## config.mk

```make
export PLATFORM = sky130hd
export DESIGN_NAME = dma_irq_agg
export DESIGN_NICKNAME = d
export VERILOG_FILES = /design/src/rtl/dma_irq_agg.sv
export SDC_FILE = /design/constraint.sdc
export NUM_CORES = 1
export LEC_CHECK = 0
export ABC_AREA = 1
export BUFFER_PORTS_ARGS = -buffer_cell sky130_fd_sc_hd__buf_2
export CAP_MARGIN = 20
export CORE_MARGIN = 2
export CORE_UTILIZATION = 50
export CTS_CLUSTER_DIAMETER = 50
export CTS_CLUSTER_SIZE = 28
export DETAILED_ROUTE_END_ITERATION = 8
export GPL_ROUTABILITY_DRIVEN = 0
export PLACE_DENSITY = 0.76
export SLEW_MARGIN = 40
export SYNTH_ARGS = -nofsm -noshare
export SYNTH_HDL_FRONTEND = slang
export SYNTH_SLANG_ARGS = --single-unit
```

## constraint.sdc

```tcl
create_clock -name clk -period 2.06 [get_ports clk]
set_clock_uncertainty 0.05 [all_clocks]
set_input_delay 0.412 -clock clk [delete_from_list [all_inputs] [get_ports clk]]
set_output_delay 0.412 -clock clk [all_outputs]
set_load 0.01 [all_outputs]
```

## src/rtl/dma_irq_agg.sv

```systemverilog
module dma_irq_agg #(
  parameter int NCH = 16,
  parameter int DW  = 32,
  parameter int AW  = $clog2(NCH + 1)
) (
  input  logic           clk,
  input  logic           rst_n,
  input  logic           we,
  input  logic [AW-1:0]  addr,
  input  logic [DW-1:0]  wdata,
  output logic [DW-1:0]  rdata,
  input  logic [NCH-1:0] ev_err,
  input  logic [NCH-1:0] ev_end,
  input  logic [NCH-1:0] ev_start,
  input  logic [NCH-1:0] ch_stopped,
  output logic           irq
);
  localparam int PADW = DW - 7;

  logic [NCH-1:0] err_q, end_q, sta_q;
  logic [NCH-1:0] end_en, sta_en, stp_en;
  logic [NCH-1:0] pend;
  logic [DW-1:0]  chreg [NCH];

  for (genvar n = 0; n < NCH; n++) begin : g_ch
    logic hit;
    assign hit = we && (addr == AW'(n));

    always_ff @(posedge clk or negedge rst_n) begin
      if (!rst_n) begin
        err_q[n]  <= 1'b0;
        end_q[n]  <= 1'b0;
        sta_q[n]  <= 1'b0;
        end_en[n] <= 1'b0;
        sta_en[n] <= 1'b0;
        stp_en[n] <= 1'b0;
      end else begin
        err_q[n] <= ev_err[n] | (err_q[n] & ~(hit & wdata[0]));
        end_q[n] <= (ev_end[n] & end_en[n]) | (end_q[n] & ~(hit & wdata[1]));
        sta_q[n] <= (ev_start[n] & sta_en[n]) | (sta_q[n] & ~(hit & wdata[2]));
        if (hit) begin
          end_en[n] <= wdata[4];
          sta_en[n] <= wdata[5];
          stp_en[n] <= wdata[6];
        end
      end
    end

    assign pend[n]  = err_q[n] | end_q[n] | sta_q[n] | (stp_en[n] & ch_stopped[n]);
    assign chreg[n] = {{PADW{1'b0}}, stp_en[n], sta_en[n], end_en[n],
                       ch_stopped[n], sta_q[n], end_q[n], err_q[n]};
  end

  always_comb begin
    rdata = '0;
    if (addr == AW'(NCH)) rdata[NCH-1:0] = pend;
    for (int i = 0; i < NCH; i++)
      if (addr == AW'(i)) rdata = chreg[i];
  end

  assign irq = |pend;
endmodule


```

## Word-level counts from Yosys, hierarchy flattened

Cells that the tools add are included.

- Output and inout port bits: 33
- Word-level logic and storage cells: 435
- Flip-flop bits (word level): 96

- Bitwise operators: 288
- Eq/ne operators: 16
- Mux-type cells: 17
- Reduce and logical (&&, ||, !) cells: 18

Operators by type and width:

| cell | count |
|---|---|
| $mux W32 | 15 |
| $and A1 B1 Y1 | 144 |
| $or A1 B1 Y1 | 96 |
| $not A1 Y1 | 48 |
| $eq A5 B4 Y1 const B | 8 |
| $mux W16 | 2 |
| $eq A5 B3 Y1 const B | 4 |
| $logic_and A1 B1 Y1 | 16 |
| $reduce_or A16 Y1 | 1 |
| $eq A5 B2 Y1 const B | 2 |
| $eq A5 B1 Y1 const B | 1 |
| $eq A5 B5 Y1 const B | 1 |
| $logic_not A5 Y1 | 1 |

## Longest topological paths before layout

Gate-level depths: netlist (run 1).

- Word-level depth: 20
- Mapped depth: 14
- Depth with buffers taken out: 14

## Least setup slack after synthesis (run 1)

Ideal clock, no wire load.

- Path type: input to output
- Start point: in addr[0]
- End point: out rdata[3]
- Data required time: 1.598 ns
- Path slack: 0.070 ns
- Stages: 9
- Arrival: 1.528 ns
- Path buffers: 0
- Cell sequence: nor2_2 > nand2_1 > nor2_2 > inv_1 > or2_1 > nand2_1 > nand4_1 > nor2_1 > nand4_1

- Cells in the longest elaborated chain, start to end: 18

RTL lines:

| element | RTL line | text |
|---|---|---|
| start, declared | 9 | `input logic [AW-1:0] addr,` |
| $eq A5 B5 Y1 | 56 | `if (addr == AW'(NCH)) rdata[NCH-1:0] = pend;` |
| $mux W16 | 56 |  |
| $mux W16 | 58 | `if (addr == AW'(i)) rdata = chreg[i];` |
| $mux W32 (14 in a row) | 58 |  |
| $mux W32 * | 58 |  |
| end, declared | 11 | `output logic [DW-1:0] rdata,` |

Every way passes the cells marked *; elsewhere a longest branch is shown, timed or not.

## Final worst setup path (run 1)

- Start point: reg err_q[1], in the netlist chreg[448]
- End point: out rdata[1]

- Cells in the longest elaborated chain, start to end: 20

RTL lines:

| element | RTL line | text |
|---|---|---|
| start, declared | 20 | `logic [NCH-1:0] err_q, end_q, sta_q;` |
| start signal, assigned by index | 38 | `err_q[n] <= ev_err[n] \| (err_q[n] & ~(hit & wdata[0]));` |
| $or A1 B1 Y1 (3 in a row) | 49 | `assign pend[n] = err_q[n] \| end_q[n] \| sta_q[n] \| (stp_en[n] & ch_stopped[n]);` |
| $mux W16 | 56 |  |
| $mux W16 | 58 |  |
| $mux W32 (15 in a row) | 58 |  |

No other way between the ends.

==> results of run 1 <==
[repair_timing]
item | 4_1_cts | 5_1_grt
setup endpoints to repair | 17 | 17
buffers inserted | 6 | 7
pin swaps | 7 | 25
hold buffers | 1 | 0
gates resized for setup | 25 | 40
hold endpoints to repair | 13 | 0
[through the flow]
stage | util (%) | power, W | cell area (µm²) | std cells | hold slack [ns]
finish | 69.5 | 0.00461 | 6860 | 1021 | 0.152
global route | 69.5 | 0.00484 | 6860 | 1021 | 0.151
CTS | 67.6 | 0.00457 | 6670 | 1016 | 0.146
detailed placement | 64.1 | 0.00324 | 6320 | 993 | 0.230
global placement | 64.1 | 0.00319 | 6320 | 993 | 0.231
floorplan | - | 0.00279 | 5170 | 706 | 0.0664
[path summary, 6_finish.rpt]
check,startpoint,depth (start not counted),endpoint
setup / recovery,chreg[448],13,rdata[1]
hold / removal,ev_err[12],3,chreg[96]
setup reg to reg,chreg[448],4,chreg[448]
hold reg to reg,chreg[100],2,chreg[97]
max in group asynchronous,rst_n,3,chreg[129]
min in group asynchronous,rst_n,2,chreg[422]
[layout make-up]
type,count,share of cell area [%]
clock buffer,11,2.21
inverter,65,3.60
clock inverter,5,0.785
timing repair buffer,191,18.7
multi-input combinational,520,37.3
tap,133,2.43
sequential,96,35.0
[power by group through the flow]
stage / logic (W) / registers [W] / clock network [W]
floorplan: 0.000441 / 0.00235 / 0
CTS: 0.000863 / 0.00240 / 0.00131
global placement: 0.000785 / 0.00241 / 0
global route: 0.00101 / 0.00245 / 0.00138
finish: 0.000895 / 0.00242 / 0.00129
detailed placement: 0.000817 / 0.00242 / 0
[tightest hold or removal path: stages]
cell     delay (ns)
buf_2          0.07
inv_1          0.03
nand2_1        0.05
[cell families (layout without fill, tap and decap cells)]
| group | count (synthesis) | after routing |
|---|---|---|
| compound gates | 116 | 116 |
| buf+inv | 90 | 272 |
| flops | 96 | 96 |
| other cells | 1 | 16 |
| simple gates | 388 | 388 |
[placed cells by master, fill, tap and decap left out, types with 2 or more instances in the layout]
cell,count
or2_1,4
nand3_1,16
inv_2,14
nand3_2,5
nor2_4,11
dfrtp_1,96
nor2_1,24
nor2_2,17
conb_1,16
clkbuf_8,11
a2111oi_4,4
buf_4,88
inv_1,50
nand2_1,261
or2_0,8
o21bai_1,3
buf_6,11
o21ai_0,95
clkinv_2,3
o211ai_1,2
a2111oi_2,2
nand4_1,26
or2_2,2
a2111oi_1,2
nand3b_1,5
nand2_2,6
buf_2,89
buf_12,2
a21oi_1,6
[per-layer routing]
| layer | global-route usage, % | up-vias | part of all wire (%) |
|---|---|---|---|
| met1 | 38.7 | 2517 | 41 |
| met5 | 0 | - | 0 |
| met2 | 47.4 | 272 | 48 |
| met4 | 11.6 | 0 | 3.0 |
| met3 | 4.99 | 50 | 8.7 |
| li1 | - | 2590 | - |
==> flow_metrics.tcl, run 1 <==
set metrics [dict create \
    status "finished with violations" \
    violations "negative setup slack" \
    start_util_pct 51.9 \
    grt_pass1_vias 5316 \
    clk-insertion-delay-late_ns 0.38 \
    crit_required_ns 1.60 \
    die_h_um 105 \
    cts_tree "yes" \
    ys_seq_elements 96 \
    grt-ovfl-total 0 \
    synth-async-reset-ratio_pct 100 \
    power_frac_seq_pct 52.5 \
    route.detailed.drc 0 \
    ir_worst_vdd_mv 0.507 \
    hold_viol 0 \
    crit_family "simple AND/OR/NAND/NOR gates" \
    ant_nets 0 \
    grt_max_degree 54 \
    synthCells 691 \
    crit_path_max_fanout 2 \
    path_class "reg2out" \
    root_buffer "clkbuf_8" \
    antenna_found_initial 0 \
    routed_via_density 5.32 \
    setup_slack_ns -0.660 \
    netlist_area_mm2 0.00512 \
    vias 5429 \
    die_w_um 105 \
    cts_buffer_depth 2 \
    routedWlPerCell_um 15.5 \
    crit_path_max_incr_delay_ns 0.38 \
    fp.coreArea_mm2 0.00986 \
    critPathSlowestCell "dfrtp_1" \
    dpl.hpwl_um 11600 \
    cellLeakagePower_nw 3.24 \
    yosysTopAreaCellShare_pct 46.9 \
    antenna_cells 0 \
    hp-class "in2reg" \
    rsz0062_at_grt "yes" \
    fin_crit_ns 2.72 \
    setup_viol 9 \
    internal_power_w 0.00318 \
    pwr-share-clk_pct 28.0 \
    regArea_mm2 0.00240 \
    synth_xor_area_share_pct 0 \
    largest_reg_flops 96 \
    ys_seq_area_share_pct 46.9 \
    p_sw_share_pct 31.1 \
    port-buffer-count 94 \
    rows 36 \
    drive_gt1_share_pct 30.2 \
    grt_first_pass_wirelength_um 25200 \
    netSwitchingPower_w 0.00143 \
    worstPathArrival_ns 2.26 \
    totalWireLength_um 15800 \
    p_per_area_mw_per_mm2 672 \
    synth_top_family_by_area "simple AND/OR/NAND/NOR gates" \
    grt.total_usage_pct 29.1 \
    place_ws_ns -0.421 \
    power_frac_comb_pct 19.4 \
    drt_iter0_markers 405 \
    cap_violations 0 \
    synthTopCellsByArea "dfrtp_1 (47%), nand2_1 (19%), o21ai_0 (9.3%), inv_1 (4.0%), nand4_1 (3.2%)" \
    synth_compound_area_share_pct 12.2 \
    cts_sinks 96 \
    relSlewSlack_pct 52.7 \
    synth_most_common_cell "nand2_1" \
    path_cells "nor2_1, nand3b_1, nand2_1, nand3_2, nor2_4, nand3_2, nand2_2, nand4_1, nor2_1, nand4_1, nor2_2, nand3_1, buf_2" \
    syn2layout_area_growth_pct 34.0 \
    cp.buffers_inverters 1 \
    r2r_slack_ns 1.13 \
    dr.pass1.iters 5 \
    synth_ff_type "dfrtp_1" \
    fillers 776 \
    timing.fmax_mhz 368 \
    avgSynthCellArea_um2 7.41 \
    ios 137 \
    synth_common_cells "nand2_1 (264), dfrtp_1 (96), o21ai_0 (95)" \
    yosysWarnings 0 \
    clkTransAtPathRegs_ns 0.09 \
    synth_simple_gate_area_share_pct 32.9 \
    maxSlewViolCount 0 \
    synth_cell_types 28 \
    worst-slew-pin-transition_ns 0.709 \
    cts_buffers 9 \
    htreeDepth 3 \
    synthAdderAreaFrac_pct 0 \
    fp.dieArea_mm2 0.0111 \
    setup_tns_ns -3.79 \
    muxShareOfSynthArea_pct 0 \
    synth_top_cell_by_area "dfrtp_1" \
    multiInputGateArea_mm2 0.00255 \
    synth_edf_count 0 \
    nets 987 \
    cp-start-kind "flop" \
    crit_path_end_kind "output port" \
    period_share_pct 132 \
]
(Power assumes the default switching activity.)
==> run 2: changes to the inputs <==
--- a/config.mk
+++ b/config.mk
@@ -5,11 +5,11 @@
 export SDC_FILE = /design/constraint.sdc
 export NUM_CORES = 1
 export LEC_CHECK = 0
-export ABC_AREA = 1
 export BUFFER_PORTS_ARGS = -buffer_cell sky130_fd_sc_hd__buf_2
 export CAP_MARGIN = 20
 export CORE_MARGIN = 2
 export CORE_UTILIZATION = 50
+export CTS_BUF_LIST = sky130_fd_sc_hd__clkbuf_4 sky130_fd_sc_hd__clkbuf_8 sky130_fd_sc_hd__clkbuf_16
 export CTS_CLUSTER_DIAMETER = 50
 export CTS_CLUSTER_SIZE = 28
 export DETAILED_ROUTE_END_ITERATION = 8
==> run 2 against run 1 <==
The run ends with negative hold slack, negative setup slack left. Via count is 13% higher. Power is 12% higher. Wire length is 43% higher. Cell area is 18% higher. Critical endpoint is now irq.
==> flow_metrics.tcl, run 2 <==
set metrics [dict create \
    relSlewSlack_pct 65.5 \
    grt_first_pass_wirelength_um 32800 \
    start_util_pct 50.7 \
    vias 6151 \
    p_per_area_mw_per_mm2 638 \
    drive_gt1_share_pct 53.3 \
    crit_path_max_fanout 2 \
    yosysTopAreaCellShare_pct 44.1 \
    ios 137 \
    grt-ovfl-total 0 \
    cts_buffer_depth 2 \
    synth_common_cells "dfrtp_1 (96), nand2_1 (58), mux2_2 (51)" \
    synth_cell_types 58 \
    grt.total_usage_pct 37.6 \
    die_w_um 108 \
    fin_crit_ns 2.75 \
    yosysWarnings 0 \
    synthCells 535 \
    grt_pass1_vias 6082 \
    setup_slack_ns -0.687 \
    place_area_mm2 0.00730 \
    hold_viol 3 \
    antenna_cells 0 \
    worstPathArrival_ns 2.29 \
    crit_required_ns 1.60 \
    route.detailed.drc 0 \
    antenna_found_initial 0 \
    crit_family "simple AND/OR/NAND/NOR gates" \
    drt_iter0_markers 861 \
    largest_reg_flops 96 \
    synth_ff_type "dfrtp_1" \
    path_class "reg2out" \
    dr.pass1.iters 6 \
    routed_via_density 6.55 \
    nets 898 \
    synth_edf_count 0 \
    rows 38 \
    synth_most_common_cell "dfrtp_1" \
    synthTopCellsByArea "dfrtp_1 (44%), mux2_2 (11%), a22o_1 (5.5%), nand2_1 (4.0%), nor2_1 (3.2%)" \
    maxSlewViolCount 0 \
    ant_nets 0 \
    mostFrequentLayoutCells "buf_4 (172), dfrtp_1 (95), buf_2 (86), nand2_1 (57), mux2_2 (51)" \
    cellLeakagePower_nw 3.56 \
    port-buffer-count 94 \
    cap_violations 0 \
    cts_sinks 96 \
    postLayoutCellArea_mm2 0.00811 \
    ys_seq_area_share_pct 44.1 \
    fp.dieArea_mm2 0.0117 \
    totalWireLength_um 22600 \
    fp.coreArea_mm2 0.0107 \
    worst-slew-pin-transition_ns 0.517 \
    crit_path_max_incr_delay_ns 0.58 \
    htreeDepth 3 \
    syn2layout_area_growth_pct 49.0 \
    root_buffer "clkbuf_8" \
    routedWlPerCell_um 24.1 \
    clk-insertion-delay-late_ns 0.40 \
    synth-async-reset-ratio_pct 100 \
    grt_max_degree 97 \
    power.total_w 0.00517 \
    cts_buffers 9 \
    fin_hold_ws_ns -0.00410 \
    hp-class "in2async" \
    period_share_pct 133 \
    clkTransAtPathRegs_ns 0.10 \
    cp.buffers_inverters 3 \
    rsz0062_at_grt "yes" \
    dpl.hpwl_um 14600 \
    final_common_cell "buf_4" \
    r2r_slack_ns 1.01 \
    die_h_um 108 \
    violations "negative hold slack, negative setup slack" \
    netlist_area_mm2 0.00544 \
    status "finished with violations" \
    synth_top_cell_by_area "dfrtp_1" \
    crit_path_end_kind "output port" \
    ir_worst_vdd_mv 0.426 \
    path_cells "a2111oi_4, buf_4, buf_6, nand4_1, or4_1, buf_2" \
    cts_tree "yes" \
    setup_viol 10 \
    avgSynthCellArea_um2 10.2 \
    cp-start-kind "flop" \
    critPathSlowestCell "or4_1" \
    ys_seq_elements 96 \
    timing.fmax_mhz 364 \
]
==> run 2: layout make-up <==
type	instances	area [µm²]
repair buffers	278	1990
flip-flops and latches	96	2400
inverters	5	18.8
clock buffers	11	151
multi-input cells	404	3310
well taps	140	175
fillers	684	2640
clock inverters	5	61.3
==> run 2: repair_timing <==
action                     in CTS  in global routing
setup buffers                   8                  5
resized for setup              71                 42
hold buffers                    0                  0
hold endpoints to repair        0                  0
setup endpoints to repair      14                 17
pin swaps                      30                 26
==> run 2: report_power, final <==
| group | internal (W) | total [W] | switching (W) | leakage [nW] |
|---|---|---|---|---|
| Sequential | 0.00215 | 0.00245 | 0.000301 | 1.05 |
| Clock | 0.000637 | 0.00136 | 0.000724 | 0.110 |
| Combinational | 0.000721 | 0.00136 | 0.000637 | 2.40 |
| Total | 0.00351 | 0.00517 | 0.00166 | 3.56 |
==> run 2: per-layer routing <==
layer / up-vias / global-route usage [%] / share of wire [%]
li1: 2495 / - / -
met3: 163 / 8.38 / 12
met1: 2942 / 48.2 / 36
met2: 551 / 58.8 / 45
met4: 0 / 21.4 / 6.8
met5: - / 0 / 0
==> run 2: per-stage QoR <==
step           setup slack (ns)  setup TNS [ns]  std cells  hold WS (ns)  utilization [%]
2_1_floorplan            -0.162          -0.551        550        0.0664                -
3_3_place_gp             -0.492           -7.38        914         0.444             68.0
3_5_place_dp             -0.512           -9.76        914         0.454             68.0
4_1_cts                  -0.730           -4.13        935        0.0352             73.1
5_1_grt                  -0.705           -4.54        939        0.0457             75.5
6_report                 -0.687           -4.39        939      -0.00410             75.5
==> run 2: worst paths after layout <==
check                      startpoint          to  depth (start not counted)
min in group clk           ev_err[10]  chreg[160]                          2
max reg2reg                chreg[482]  chreg[482]                          3
min                             rst_n  chreg[102]                          2
min reg2reg                 chreg[69]   chreg[66]                          1
max in group asynchronous       rst_n  chreg[454]                          2
max                        chreg[290]         irq                          6
==> run 2: worst reg2reg max path, cell delays in order (launching register included) <==
cell	delay (ns)
dfrtp_1	0.43
buf_4	0.15
buf_4	0.12
a22o_1	0.19
==> run 2: cell families after synthesis <==
| kind of cell | Yosys count | synth area share [%] |
|---|---|---|
| AO/OA/AOI/OAI | 142 | 19.7 |
| buffers and inverters | 50 | 5.03 |
| flip-flops | 96 | 44.1 |
| multiplexers | 65 | 14.7 |
| other | 1 | 0.0689 |
| AND/OR/NAND/NOR | 181 | 16.3 |
==> run 3: changes to the inputs <==
--- a/config.mk
+++ b/config.mk
@@ -8,13 +8,13 @@
 export BUFFER_PORTS_ARGS = -buffer_cell sky130_fd_sc_hd__buf_2
 export CAP_MARGIN = 20
 export CORE_MARGIN = 2
-export CORE_UTILIZATION = 50
+export CORE_UTILIZATION = 35
 export CTS_BUF_LIST = sky130_fd_sc_hd__clkbuf_4 sky130_fd_sc_hd__clkbuf_8 sky130_fd_sc_hd__clkbuf_16
 export CTS_CLUSTER_DIAMETER = 50
 export CTS_CLUSTER_SIZE = 28
 export DETAILED_ROUTE_END_ITERATION = 8
 export GPL_ROUTABILITY_DRIVEN = 0
-export PLACE_DENSITY = 0.76
+export PLACE_DENSITY = 0.56
 export SLEW_MARGIN = 40
 export SYNTH_ARGS = -nofsm -noshare
 export SYNTH_HDL_FRONTEND = slang
==> run 3 against run 2 <==
The run ends with negative setup slack left. Flip-flop and latch count stayed put. Critical endpoint unchanged. Core utilization is 21 points lower. Fmax is 0.37% higher. Via count is 11% lower. Final cell count is 5.9% higher. Critical path type unchanged. Power is 8.0% higher. Largest power group unchanged.
==> flow_metrics.tcl, run 3 (synthesis gave the netlist of run 2 again) <==
set metrics [dict create \
    status "finished with violations" \
    violations "negative setup slack" \
    cts_sinks 96 \
    crit_path_end_kind "output port" \
    worstPathArrival_ns 2.27 \
    reg2regPathDepth 3 \
    pwr-share-clk_pct 32.7 \
    setup_tns_ns -4.29 \
    cts_buffer_depth 2 \
    p_per_area_mw_per_mm2 672 \
    route.detailed.drc 0 \
    fin_crit_ns 2.74 \
    antenna_found_initial 0 \
    antenna_cells 0 \
    root_buffer "clkbuf_16" \
    mostFrequentLayoutCells "buf_4 (176), dfrtp_1 (96), buf_2 (87), nand2_1 (57), mux2_2 (51)" \
    dpl.hpwl_um 15200 \
    min-delay-start "ev_err[12]" \
    port-buffer-count 94 \
    fp.coreArea_mm2 0.0152 \
    drive_gt1_share_pct 52.5 \
    fillers 1356 \
    htreeDepth 3 \
    routed_via_density 5.53 \
    die_w_um 129 \
    clk-insertion-delay-late_ns 0.35 \
    holdPathEnd "chreg[96]" \
    hold_viol 0 \
    grt_max_degree 86 \
    cp-start-kind "flop" \
    power_frac_comb_pct 24.2 \
    r2r_slack_ns 1.04 \
    internal_power_w 0.00403 \
    die_h_um 129 \
    cellLeakagePower_nw 3.66 \
    hp-class "in2reg" \
    grt_first_pass_wirelength_um 30600 \
    vias 5501 \
    r2r_end "chreg[482]" \
    setup_slack_ns -0.677 \
    clkTransAtPathRegs_ns 0.06 \
    rows 45 \
    cts_buffers 9 \
    routedWlPerCell_um 20.4 \
    ir_worst_vdd_mv 0.420 \
    ant_nets 0 \
    totalWireLength_um 20300 \
    grt.total_usage_pct 24.4 \
    nets 905 \
    drt_iter0_markers 415 \
    largest_reg_flops 96 \
    cts_tree "yes" \
    final_common_cell "buf_4" \
    netSwitchingPower_w 0.00155 \
    crit_path_max_fanout 2 \
    grt_pass1_vias 5508 \
    grt-ovfl-total 0 \
    start_util_pct 35.8 \
    rsz0062_at_grt "yes" \
    fp.dieArea_mm2 0.0166 \
    ios 137 \
    cap_violations 0 \
    power_frac_seq_pct 43.1 \
    timing.fmax_mhz 365 \
    syn2layout_area_growth_pct 52.8 \
    setup_viol 12 \
    dr.pass1.iters 5 \
    min_path_cells 2 \
    postLayoutCoreUtil_pct 54.7 \
    maxSlewViolCount 0 \
    period_share_pct 133 \
    crit_required_ns 1.60 \
    path_class "reg2out" \
    p_sw_share_pct 27.8 \
    r2r_start "chreg[482]" \
]
run 3: metrics by stage:
| stage | setup WS, ns | hold WS, ns | total power (W) | instance area (µm²) | std cells |
|---|---|---|---|---|---|
| 2_1_floorplan | -0.162 | 0.0664 | 0.00291 | 5590 | 550 |
| 3_3_place_gp | -0.698 | 0.220 | 0.00360 | 7450 | 970 |
| 3_5_place_dp | -0.703 | 0.225 | 0.00364 | 7450 | 970 |
| 4_1_cts | -0.667 | 0.176 | 0.00551 | 7950 | 987 |
| 5_1_grt | -0.700 | 0.190 | 0.00582 | 8320 | 994 |
| 6_report | -0.677 | 0.182 | 0.00559 | 8320 | 994 |
run 3: final cells by class:
| cell class | instances | area (µm²) | share of cell area (%) |
|---|---|---|---|
| timing repair buffer | 285 | 2090 | 25.1 |
| clock buffer | 13 | 262 | 3.14 |
| inverter | 5 | 18.8 | 0.226 |
| multi-input combinational | 404 | 3240 | 39.0 |
| tap | 188 | 235 | 2.83 |
| clock inverter | 3 | 65.1 | 0.782 |
| sequential | 96 | 2400 | 28.9 |
run 3: routing by layer:
metal / vias to the layer above / track usage (%) / routed length [µm]
met1: 2713 / 34.8 / 9070
li1: 2522 / - / -
met4: 0 / 8.82 / 498
met3: 36 / 3.12 / 1280
met5: - / 0 / 0
met2: 230 / 38.3 / 9460
run 3: worst max-delay path by stage:
stage	to	from	cells past startpoint	slack [ns]
after floorplan	rdata[5]	addr[4]	6	-0.16
after global placement	rdata[2]	ch_stopped[2]	8	-0.70
after detailed placement	rdata[2]	ch_stopped[2]	8	-0.70
after CTS	rdata[6]	chreg[454]	7	-0.67
after global routing	rdata[6]	chreg[288]	7	-0.70
final	irq	chreg[454]	5	-0.68
run 3: worst max-delay path, cell delays in order (launching register included):
cell and delay [ns]:
dfrtp_1 0.40, buf_6 0.13, a2111oi_4 0.35, nand4_1 0.29, or4_4 0.59, buf_2 0.16
run 3: what timing repair did:
item / 4_1_cts / 5_1_grt
endpoints found under the hold margin: 11 / 0
buffers inserted: 1 / 8
gates cloned: 0 / 1
hold buffers: 1 / 0
pin swaps: 10 / 35
resized for setup: 41 / 63
endpoints found under the setup margin: 10 / 24
run 3: power groups by stage:
| stage | Clock, W | Sequential [W] | Combinational (W) |
|---|---|---|---|
| after global placement | 0 | 0.00238 | 0.00122 |
| after global routing | 0.00194 | 0.00244 | 0.00144 |
| final | 0.00183 | 0.00241 | 0.00135 |
| after detailed placement | 0 | 0.00239 | 0.00124 |
| after floorplan | 0 | 0.00233 | 0.000575 |
| after CTS | 0.00186 | 0.00238 | 0.00128 |
